--- src/rtl/seg_xlate_pkg.sv ---
package seg_xlate_pkg;

    typedef enum logic [2:0] {
        CAUSE_NONE    = 3'd0,
        CAUSE_RANGE   = 3'd1,
        CAUSE_INVALID = 3'd2,
        CAUSE_BOUND   = 3'd3,
        CAUSE_PERM    = 3'd4
    } cause_e;

    typedef enum logic [1:0] {
        ACC_READ  = 2'd0,
        ACC_WRITE = 2'd1,
        ACC_EXEC  = 2'd2,
        ACC_RSVD  = 2'd3
    } acc_e;

    typedef struct packed {
        logic x;
        logic w;
        logic r;
    } perm_t;

    function automatic logic perm_allows(perm_t p, acc_e a);
        logic ok;
        case (a)
            ACC_READ:  ok = p.r;
            ACC_WRITE: ok = p.w;
            ACC_EXEC:  ok = p.x;
            default:   ok = 1'b0;
        endcase
        return ok;
    endfunction

    function automatic int unsigned idx_width(int unsigned n);
        return (n > 1) ? $clog2(n) : 1;
    endfunction

endpackage

--- src/rtl/seg_table.sv ---
module seg_table
    import seg_xlate_pkg::*;
#(
    parameter int unsigned SEG_COUNT = 8,
    parameter int unsigned IDX_W     = 3,
    parameter int unsigned LEN_W     = 4,
    parameter int unsigned BASE_W    = 24,
    parameter int unsigned LIM_W     = 17
) (
    input  logic              clk,
    input  logic              rst,
    input  logic              wr_ok,
    input  logic              wr_sel,
    input  logic [IDX_W-1:0]  wr_idx,
    input  logic [BASE_W-1:0] wr_base,
    input  logic [LIM_W-1:0]  wr_limit,
    input  logic              wr_valid,
    input  perm_t             wr_perm,
    input  logic [LEN_W-1:0]  wr_len,
    input  logic [IDX_W-1:0]  rd_idx,
    output logic [BASE_W-1:0] rd_base,
    output logic [LIM_W-1:0]  rd_limit,
    output logic              rd_valid,
    output perm_t             rd_perm,
    output logic [LEN_W-1:0]  len_q
);

    localparam logic [LEN_W-1:0] LEN_MAX = LEN_W'(SEG_COUNT);

    logic [BASE_W-1:0] base_q  [SEG_COUNT];
    logic [LIM_W-1:0]  limit_q [SEG_COUNT];
    logic              valid_q [SEG_COUNT];
    perm_t             perm_q  [SEG_COUNT];

    for (genvar g = 0; g < SEG_COUNT; g++) begin : g_entry
        logic hit;
        assign hit = wr_ok && !wr_sel && (wr_idx == IDX_W'(g));
        always_ff @(posedge clk) begin
            if (rst) begin
                base_q[g]  <= '0;
                limit_q[g] <= '0;
                valid_q[g] <= 1'b0;
                perm_q[g]  <= '0;
            end else if (hit) begin
                base_q[g]  <= wr_base;
                limit_q[g] <= wr_limit;
                valid_q[g] <= wr_valid;
                perm_q[g]  <= wr_perm;
            end
        end
    end

    always_ff @(posedge clk) begin
        if (rst) begin
            len_q <= '0;
        end else if (wr_ok && wr_sel) begin
            len_q <= (wr_len > LEN_MAX) ? LEN_MAX : wr_len;
        end
    end

    always_comb begin
        rd_base  = '0;
        rd_limit = '0;
        rd_valid = 1'b0;
        rd_perm  = '0;
        for (int i = 0; i < SEG_COUNT; i++) begin
            if (rd_idx == IDX_W'(i)) begin
                rd_base  = base_q[i];
                rd_limit = limit_q[i];
                rd_valid = valid_q[i];
                rd_perm  = perm_q[i];
            end
        end
    end

endmodule

--- src/rtl/seg_check.sv ---
module seg_check
    import seg_xlate_pkg::*;
#(
    parameter int unsigned SEG_NUM_W = 4,
    parameter int unsigned LEN_W     = 4,
    parameter int unsigned OFF_W     = 16,
    parameter int unsigned BASE_W    = 24,
    parameter int unsigned PA_W      = 24
) (
    input  logic [SEG_NUM_W-1:0] seg,
    input  logic [OFF_W-1:0]     off,
    input  acc_e                 acc,
    input  logic [LEN_W-1:0]     len,
    input  logic [BASE_W-1:0]    ent_base,
    input  logic [OFF_W:0]       ent_limit,
    input  logic                 ent_valid,
    input  perm_t                ent_perm,
    output cause_e               cause,
    output logic [PA_W-1:0]      paddr
);

    localparam int unsigned CMP_W = (SEG_NUM_W > LEN_W) ? SEG_NUM_W : LEN_W;

    logic in_range;
    logic in_bound;

    assign in_range = CMP_W'(seg) < CMP_W'(len);
    assign in_bound = {1'b0, off} < ent_limit;

    always_comb begin
        if (!in_range) begin
            cause = CAUSE_RANGE;
        end else if (!ent_valid) begin
            cause = CAUSE_INVALID;
        end else if (!in_bound) begin
            cause = CAUSE_BOUND;
        end else if (!perm_allows(ent_perm, acc)) begin
            cause = CAUSE_PERM;
        end else begin
            cause = CAUSE_NONE;
        end
    end

    assign paddr = PA_W'(ent_base) + PA_W'(off);

endmodule

--- src/rtl/seg_rsp_reg.sv ---
module seg_rsp_reg
    import seg_xlate_pkg::*;
#(
    parameter int unsigned PA_W = 24
) (
    input  logic            clk,
    input  logic            rst,
    input  logic            req_valid,
    input  cause_e          cause,
    input  logic [PA_W-1:0] paddr,
    output logic            rsp_valid,
    output logic            grant,
    output logic            trap,
    output logic [2:0]      cause_q,
    output logic [PA_W-1:0] paddr_q
);

    logic fail;
    assign fail = (cause != CAUSE_NONE);

    always_ff @(posedge clk) begin
        if (rst) begin
            rsp_valid <= 1'b0;
            grant     <= 1'b0;
            trap      <= 1'b0;
            cause_q   <= 3'd0;
            paddr_q   <= '0;
        end else begin
            rsp_valid <= req_valid;
            grant     <= req_valid && !fail;
            trap      <= req_valid && fail;
            cause_q   <= req_valid ? 3'(cause) : 3'd0;
            paddr_q   <= (req_valid && !fail) ? paddr : '0;
        end
    end

endmodule

--- src/rtl/seg_xlate.sv ---
module seg_xlate
    import seg_xlate_pkg::*;
#(
    parameter int unsigned SEG_COUNT = 8,
    parameter int unsigned OFF_W     = 16,
    parameter int unsigned BASE_W    = 24,
    parameter int unsigned PA_W      = 24,
    localparam int unsigned IDX_W     = idx_width(SEG_COUNT),
    localparam int unsigned SEG_NUM_W = IDX_W + 1,
    localparam int unsigned LEN_W     = $clog2(SEG_COUNT + 1)
) (
    input  logic                 clk,
    input  logic                 rst,
    input  logic                 priv_i,
    input  logic                 wr_en_i,
    input  logic                 wr_sel_i,
    input  logic [IDX_W-1:0]     wr_idx_i,
    input  logic [BASE_W-1:0]    wr_base_i,
    input  logic [OFF_W:0]       wr_limit_i,
    input  logic                 wr_valid_i,
    input  logic [2:0]           wr_perm_i,
    input  logic [LEN_W-1:0]     wr_len_i,
    input  logic                 req_valid_i,
    input  logic [SEG_NUM_W-1:0] req_seg_i,
    input  logic [OFF_W-1:0]     req_off_i,
    input  logic [1:0]           req_acc_i,
    output logic                 rsp_valid_o,
    output logic                 grant_o,
    output logic                 trap_o,
    output logic [2:0]           cause_o,
    output logic [PA_W-1:0]      paddr_o
);

    logic [BASE_W-1:0] ent_base;
    logic [OFF_W:0]    ent_limit;
    logic              ent_valid;
    perm_t             ent_perm;
    logic [LEN_W-1:0]  len_q;
    cause_e            cause;
    logic [PA_W-1:0]   paddr;

    seg_table #(
        .SEG_COUNT(SEG_COUNT), .IDX_W(IDX_W), .LEN_W(LEN_W),
        .BASE_W(BASE_W), .LIM_W(OFF_W + 1)
    ) u_table (
        .clk      (clk),
        .rst      (rst),
        .wr_ok    (wr_en_i && priv_i),
        .wr_sel   (wr_sel_i),
        .wr_idx   (wr_idx_i),
        .wr_base  (wr_base_i),
        .wr_limit (wr_limit_i),
        .wr_valid (wr_valid_i),
        .wr_perm  (perm_t'(wr_perm_i)),
        .wr_len   (wr_len_i),
        .rd_idx   (req_seg_i[IDX_W-1:0]),
        .rd_base  (ent_base),
        .rd_limit (ent_limit),
        .rd_valid (ent_valid),
        .rd_perm  (ent_perm),
        .len_q    (len_q)
    );

    seg_check #(
        .SEG_NUM_W(SEG_NUM_W), .LEN_W(LEN_W), .OFF_W(OFF_W),
        .BASE_W(BASE_W), .PA_W(PA_W)
    ) u_check (
        .seg       (req_seg_i),
        .off       (req_off_i),
        .acc       (acc_e'(req_acc_i)),
        .len       (len_q),
        .ent_base  (ent_base),
        .ent_limit (ent_limit),
        .ent_valid (ent_valid),
        .ent_perm  (ent_perm),
        .cause     (cause),
        .paddr     (paddr)
    );

    seg_rsp_reg #(.PA_W(PA_W)) u_rsp (
        .clk       (clk),
        .rst       (rst),
        .req_valid (req_valid_i),
        .cause     (cause),
        .paddr     (paddr),
        .rsp_valid (rsp_valid_o),
        .grant     (grant_o),
        .trap      (trap_o),
        .cause_q   (cause_o),
        .paddr_q   (paddr_o)
    );

endmodule

--- config.mk ---
export PLATFORM = sky130hd
export DESIGN_NAME = seg_xlate
export DESIGN_NICKNAME = d
export VERILOG_FILES = /design/src/rtl/seg_xlate_pkg.sv /design/src/rtl/seg_table.sv /design/src/rtl/seg_check.sv /design/src/rtl/seg_rsp_reg.sv /design/src/rtl/seg_xlate.sv
export SDC_FILE = /design/constraint.sdc
export NUM_CORES = 1
export LEC_CHECK = 0
export BUFFER_PORTS_ARGS = -buffer_cell sky130_fd_sc_hd__buf_2
export CAP_MARGIN = 10
export CELL_PAD_IN_SITES_DETAIL_PLACEMENT = 0
export CELL_PAD_IN_SITES_GLOBAL_PLACEMENT = 2
export CORE_ASPECT_RATIO = 2
export CORE_UTILIZATION = 30
export CTS_BUF_LIST = sky130_fd_sc_hd__clkbuf_16
export CTS_CLUSTER_DIAMETER = 50
export DETAILED_ROUTE_END_ITERATION = 10
export PLACE_DENSITY = 0.62
export SLEW_MARGIN = 20
export SYNTH_ARGS = -nofsm -noshare
export SYNTH_HDL_FRONTEND = slang
export SYNTH_HIERARCHICAL = 1
export SYNTH_SLANG_ARGS = --single-unit
--- constraint.sdc ---
create_clock -name clk -period 6.6 [get_ports clk]
set_clock_uncertainty 0.05 [all_clocks]
set_input_delay 0 -clock clk [delete_from_list [all_inputs] [get_ports clk]]
set_output_delay 0 -clock clk [all_outputs]
set_load 0.02 [all_outputs]
==> results.env <==
TYPE_OF_ELEMENT_CAPTURING_THE_CRITICAL_PATH='flip-flop'
DRV_SLEW=0
FIN_HOLD_WS_NS=0.0748
POWER_DENSITY_nW_PER_UM2=258
P_INT_mW=4.28
WORST-ENDPOINT-ARRIVAL_NS=4.53
WL_PER_CELL_UM=23.7
P_SEQ_FRAC=0.505
DRT_DRC_VIOLATIONS_LEFT=34
GRT_USE_MET1=0.196
CRITPATHREQUIREDTIME_NS=6.99
FAILING_CHECKS='design-rule violations'
GRT_FIRST_PASS_WIRELENGTH_UM=82400
MAX_SLEW.WORST_PIN.SLEW_NS=1.22
GP_ROUTABILITY_CONGESTION=0.751
LAYOUTNONFILLERINSTCOUNT=2389
GRT_START_MAX_NET_PINS=58
POSTROUTEWIRELENGTH_UM=56700
COUNT_OF_DIFFERENT_CELL_MASTERS_AFTER_SYNTHESIS=63
POST_CTS_RESIZED=0
STATIC-LEAKAGE-POWER_nW=8.26
TIMING.FMAX_MHz=242
SYNTH_SEQ_AREA_SHARE=0.607
PORT-BUFFER-COUNT=109
STDCELL_AREA_SQ_UM=22200
HPWL_UM=36500
LAYOUT-DRIVE-GT1-SHARE=0.169
WORST_PATH_FANOUT_MAX=35
TRITONCTS.NUM_BUFFERS=39
PIN_COUNT=110
POWER.SHARE.SWITCHING=0.252
LAYOUT_COMMON_CELLS='sky130_fd_sc_hd__and2_1 (365), sky130_fd_sc_hd__edfxtp_1 (360), sky130_fd_sc_hd__buf_2 (106)'
POWER.SWITCHING_mW=1.44
GRT_USE_MET3=0.0225
YS_DOMINANT_REG_CELL='sky130_fd_sc_hd__edfxtp_1'
CLOCK_TREE.BUFFER_DEPTH=3
YOSYSWARNINGCOUNT=6
SYN_INST=1422
POST-PLACE-WS_NS=1.84
CTS-HTREE-LEVELS=2
DIE-WIDTH_UM=180
PERIOD_NEEDED_NS=4.14
CTS.CLK_SLEW.WORST_PATHS_NS=0.06
NNETSFINAL=1688
UNREPAIRED_SETUP_ENDPOINTS_AFTER_GLOBAL_ROUTING='no'
CTS_TREE='yes'
SETUP.WORST_PATH.START_CLASS='input pin'
RELSLEWSLACK=0.184
PWR-SHARE-COMB=0.120
ANTENNA_LEFT=0
FINAL-SEQ-AREA_SQ_UM=11500
UTILIZATION=0.357
WORSTHOLDPATHTYPE='input pin to flip-flop'
FINALHOLDVIOLCOUNT=0
STATUS='finished, violations left'
INITIAL_UTILIZATION=0.304
TRACK_USAGE=0.179
CORE_SQ_UM=62100
DP.CELLS=2259
CAP_VIOL_MAX_COUNT=0
FIRST_GLOBAL_VIAS=12200
POSTCTSSETUPREPAIRBUFS=0
POWER.IR.VDD_WORST_V=0.000140
TIMING.SETUP.CRITICAL_PATH_CLASS='input pin to flip-flop'
FLOW.AREA_GROWTH_FROM_SYNTHESIS_PCT=17.2
POST-LAYOUT-TOTAL-POWER_mW=5.72
SYNTHARSTFLOPSHARE=0
SUMMED_NEGATIVE_SETUP_SLACK_OVER_ALL_ENDPOINTS_NS=0
FINAL_COMMON_CELL='sky130_fd_sc_hd__and2_1'
CLOCK_TREE.ROOT_CELL='sky130_fd_sc_hd__clkbuf_16'
CLK-INSERTION-DELAY-LATE_NS=0.55
DRTITER0DRC=600
GRT_BUSIEST_LAYER='met2'
DIE_AREA_SQ_UM=64100
AVGSYNTHCELLAREA_SQ_UM=13.3
SYN-NUM-NETS=1537
PNR_WORST_SETUP_SLACK_NS=2.46
PWR-SHARE-CLK=0.375
MET2_USAGE=0.352
POSTPLACECELLAREA_SQ_UM=20400
VIA_DENSITY=4.85
COUNT_OF_FLIP_FLOPS_WITH_A_BUILT_IN_ENABLE_AFTER_SYNTHESIS=360
MULTI_INPUT_AREA_SQ_UM=7000
GLOBAL_ROUTE_TOTAL_OVERFLOW=0
DIE-HEIGHT_UM=357
FINALSETUPVIOLCOUNT=0
POST-ROUTE-PERIOD-UTIL=0.627
SYNTH-SEQ-CELLS=394
CORE.ROWCOUNT=129
NETLIST_AREA_SQ_UM=18900
CLK_SINKS=394
FIRSTDRTPASSITERS=8
NUM-FILL-CELLS=5923
GRT_ANTENNA_BEFORE_REPAIR=3
VIAS=11600
==> power groups by stage <==
| stage | clock network [mW] | registers (mW) | logic, mW |
|---|---|---|---|
| 2_1_floorplan | 0 | 2.95 | 0.408 |
| 3_3_place_gp | 0 | 2.94 | 0.671 |
| 3_5_place_dp | 0 | 2.94 | 0.674 |
| 4_1_cts | 2.21 | 2.89 | 0.702 |
| 5_1_grt | 2.28 | 2.90 | 0.748 |
| 6_report | 2.14 | 2.89 | 0.687 |
==> flip-flops by register name (all words and copies together) (netlist names) <==
signal	cells
u_rsp/cause_q	3
u_rsp/grant	1
u_rsp/paddr_q	24
u_rsp/rsp_valid	1
u_rsp/trap	1
u_table/base_q	192
u_table/len_q	4
u_table/limit_q	136
u_table/perm_q	24
u_table/valid_q	8
==> synthesized netlist by cell type, types with 8 or more instances <==
library cell	number	share of area
sky130_fd_sc_hd__and2_1	365	0.12
sky130_fd_sc_hd__edfxtp_1	360	0.57
sky130_fd_sc_hd__nand2_1	54	0.011
sky130_fd_sc_hd__clkbuf_1	52	0.010
sky130_fd_sc_hd__mux2i_1	50	0.026
sky130_fd_sc_hd__o21ai_0	50	0.013
sky130_fd_sc_hd__nor2b_1	45	0.015
sky130_fd_sc_hd__a221o_1	42	0.022
sky130_fd_sc_hd__mux4_2	41	0.049
sky130_fd_sc_hd__a21oi_1	35	0.0093
sky130_fd_sc_hd__dfxtp_1	34	0.036
sky130_fd_sc_hd__ha_1	34	0.022
sky130_fd_sc_hd__inv_1	28	0.0056
sky130_fd_sc_hd__nor2_1	26	0.0052
sky130_fd_sc_hd__and3_1	22	0.0073
sky130_fd_sc_hd__buf_2	16	0.0042
sky130_fd_sc_hd__a21o_1	15	0.0060
sky130_fd_sc_hd__nand3_1	12	0.0032
sky130_fd_sc_hd__xnor2_1	12	0.0056
sky130_fd_sc_hd__buf_6	11	0.0065
sky130_fd_sc_hd__nand2b_1	8	0.0026
sky130_fd_sc_hd__nand4_1	8	0.0026
sky130_fd_sc_hd__nor3_1	8	0.0021
sky130_fd_sc_hd__nor3b_1	8	0.0032
==> worst max-delay path, cell delays in order <==
cell,delay (ns)
sky130_fd_sc_hd__buf_4,0.55
sky130_fd_sc_hd__buf_4,0.54
sky130_fd_sc_hd__mux4_2,0.38
sky130_fd_sc_hd__nor2b_1,0.14
sky130_fd_sc_hd__a221o_1,0.28
sky130_fd_sc_hd__inv_1,0.06
sky130_fd_sc_hd__ha_1,0.23
sky130_fd_sc_hd__and4_1,0.21
sky130_fd_sc_hd__and4b_1,0.19
sky130_fd_sc_hd__a211oi_1,0.21
sky130_fd_sc_hd__o21ai_0,0.12
sky130_fd_sc_hd__a21oi_1,0.21
sky130_fd_sc_hd__o21ai_0,0.20
sky130_fd_sc_hd__nor3_4,0.87
sky130_fd_sc_hd__and2b_2,0.30
==> logic make-up (layout without fill, tap and decap cells) <==
group	Yosys count	in the layout	share of synthesized area
buf+inv	117	296	0.0296
flops	394	394	0.607
compound gates	185	185	0.0702
fa+ha+maj	35	35	0.0235
other cells	0	2	0
simple gates	583	583	0.186
mux	91	91	0.0753
xor+xnor	17	17	0.00787
==> layout make-up <==
type	instances	area share
sequential	394	0.518
multi-input combinational	911	0.316
timing repair buffer	199	0.0630
tap	786	0.0444
clock buffer	39	0.0440
clock inverter	30	0.00954
inverter	28	0.00474
antenna	2	0.000226
==> routing by layer <==
metal	vias to the layer above	routed length, um
li1	5484	-
met1	5801	21600
met2	229	31600
met3	73	1920
met4	2	1570
met5	-	13
==> repair_timing <==
action | in CTS | in global routing
endpoints found under the setup margin | 0 | 0
hold buffers | 59 | 0
hold endpoints to repair | 367 | 0
==> final timing paths <==
check	start	endpoint	slack, ns	depth (start not counted)
max reg2reg	u_table/limit_q[0][54]$_SDFFCE_PN0P_	u_rsp/trap$_SDFF_PP0_	2.51	13
min reg2reg	u_table/base_q[1][72]$_SDFFCE_PN0P_	u_rsp/paddr_q[0]$_SDFF_PP0_	0.72	3
min	req_off_i[2]	u_rsp/paddr_q[2]$_SDFF_PP0_	0.07	4
max	req_seg_i[1]	u_rsp/trap$_SDFF_PP0_	2.46	15
Note: power is estimated with default switching activity, not from simulation.
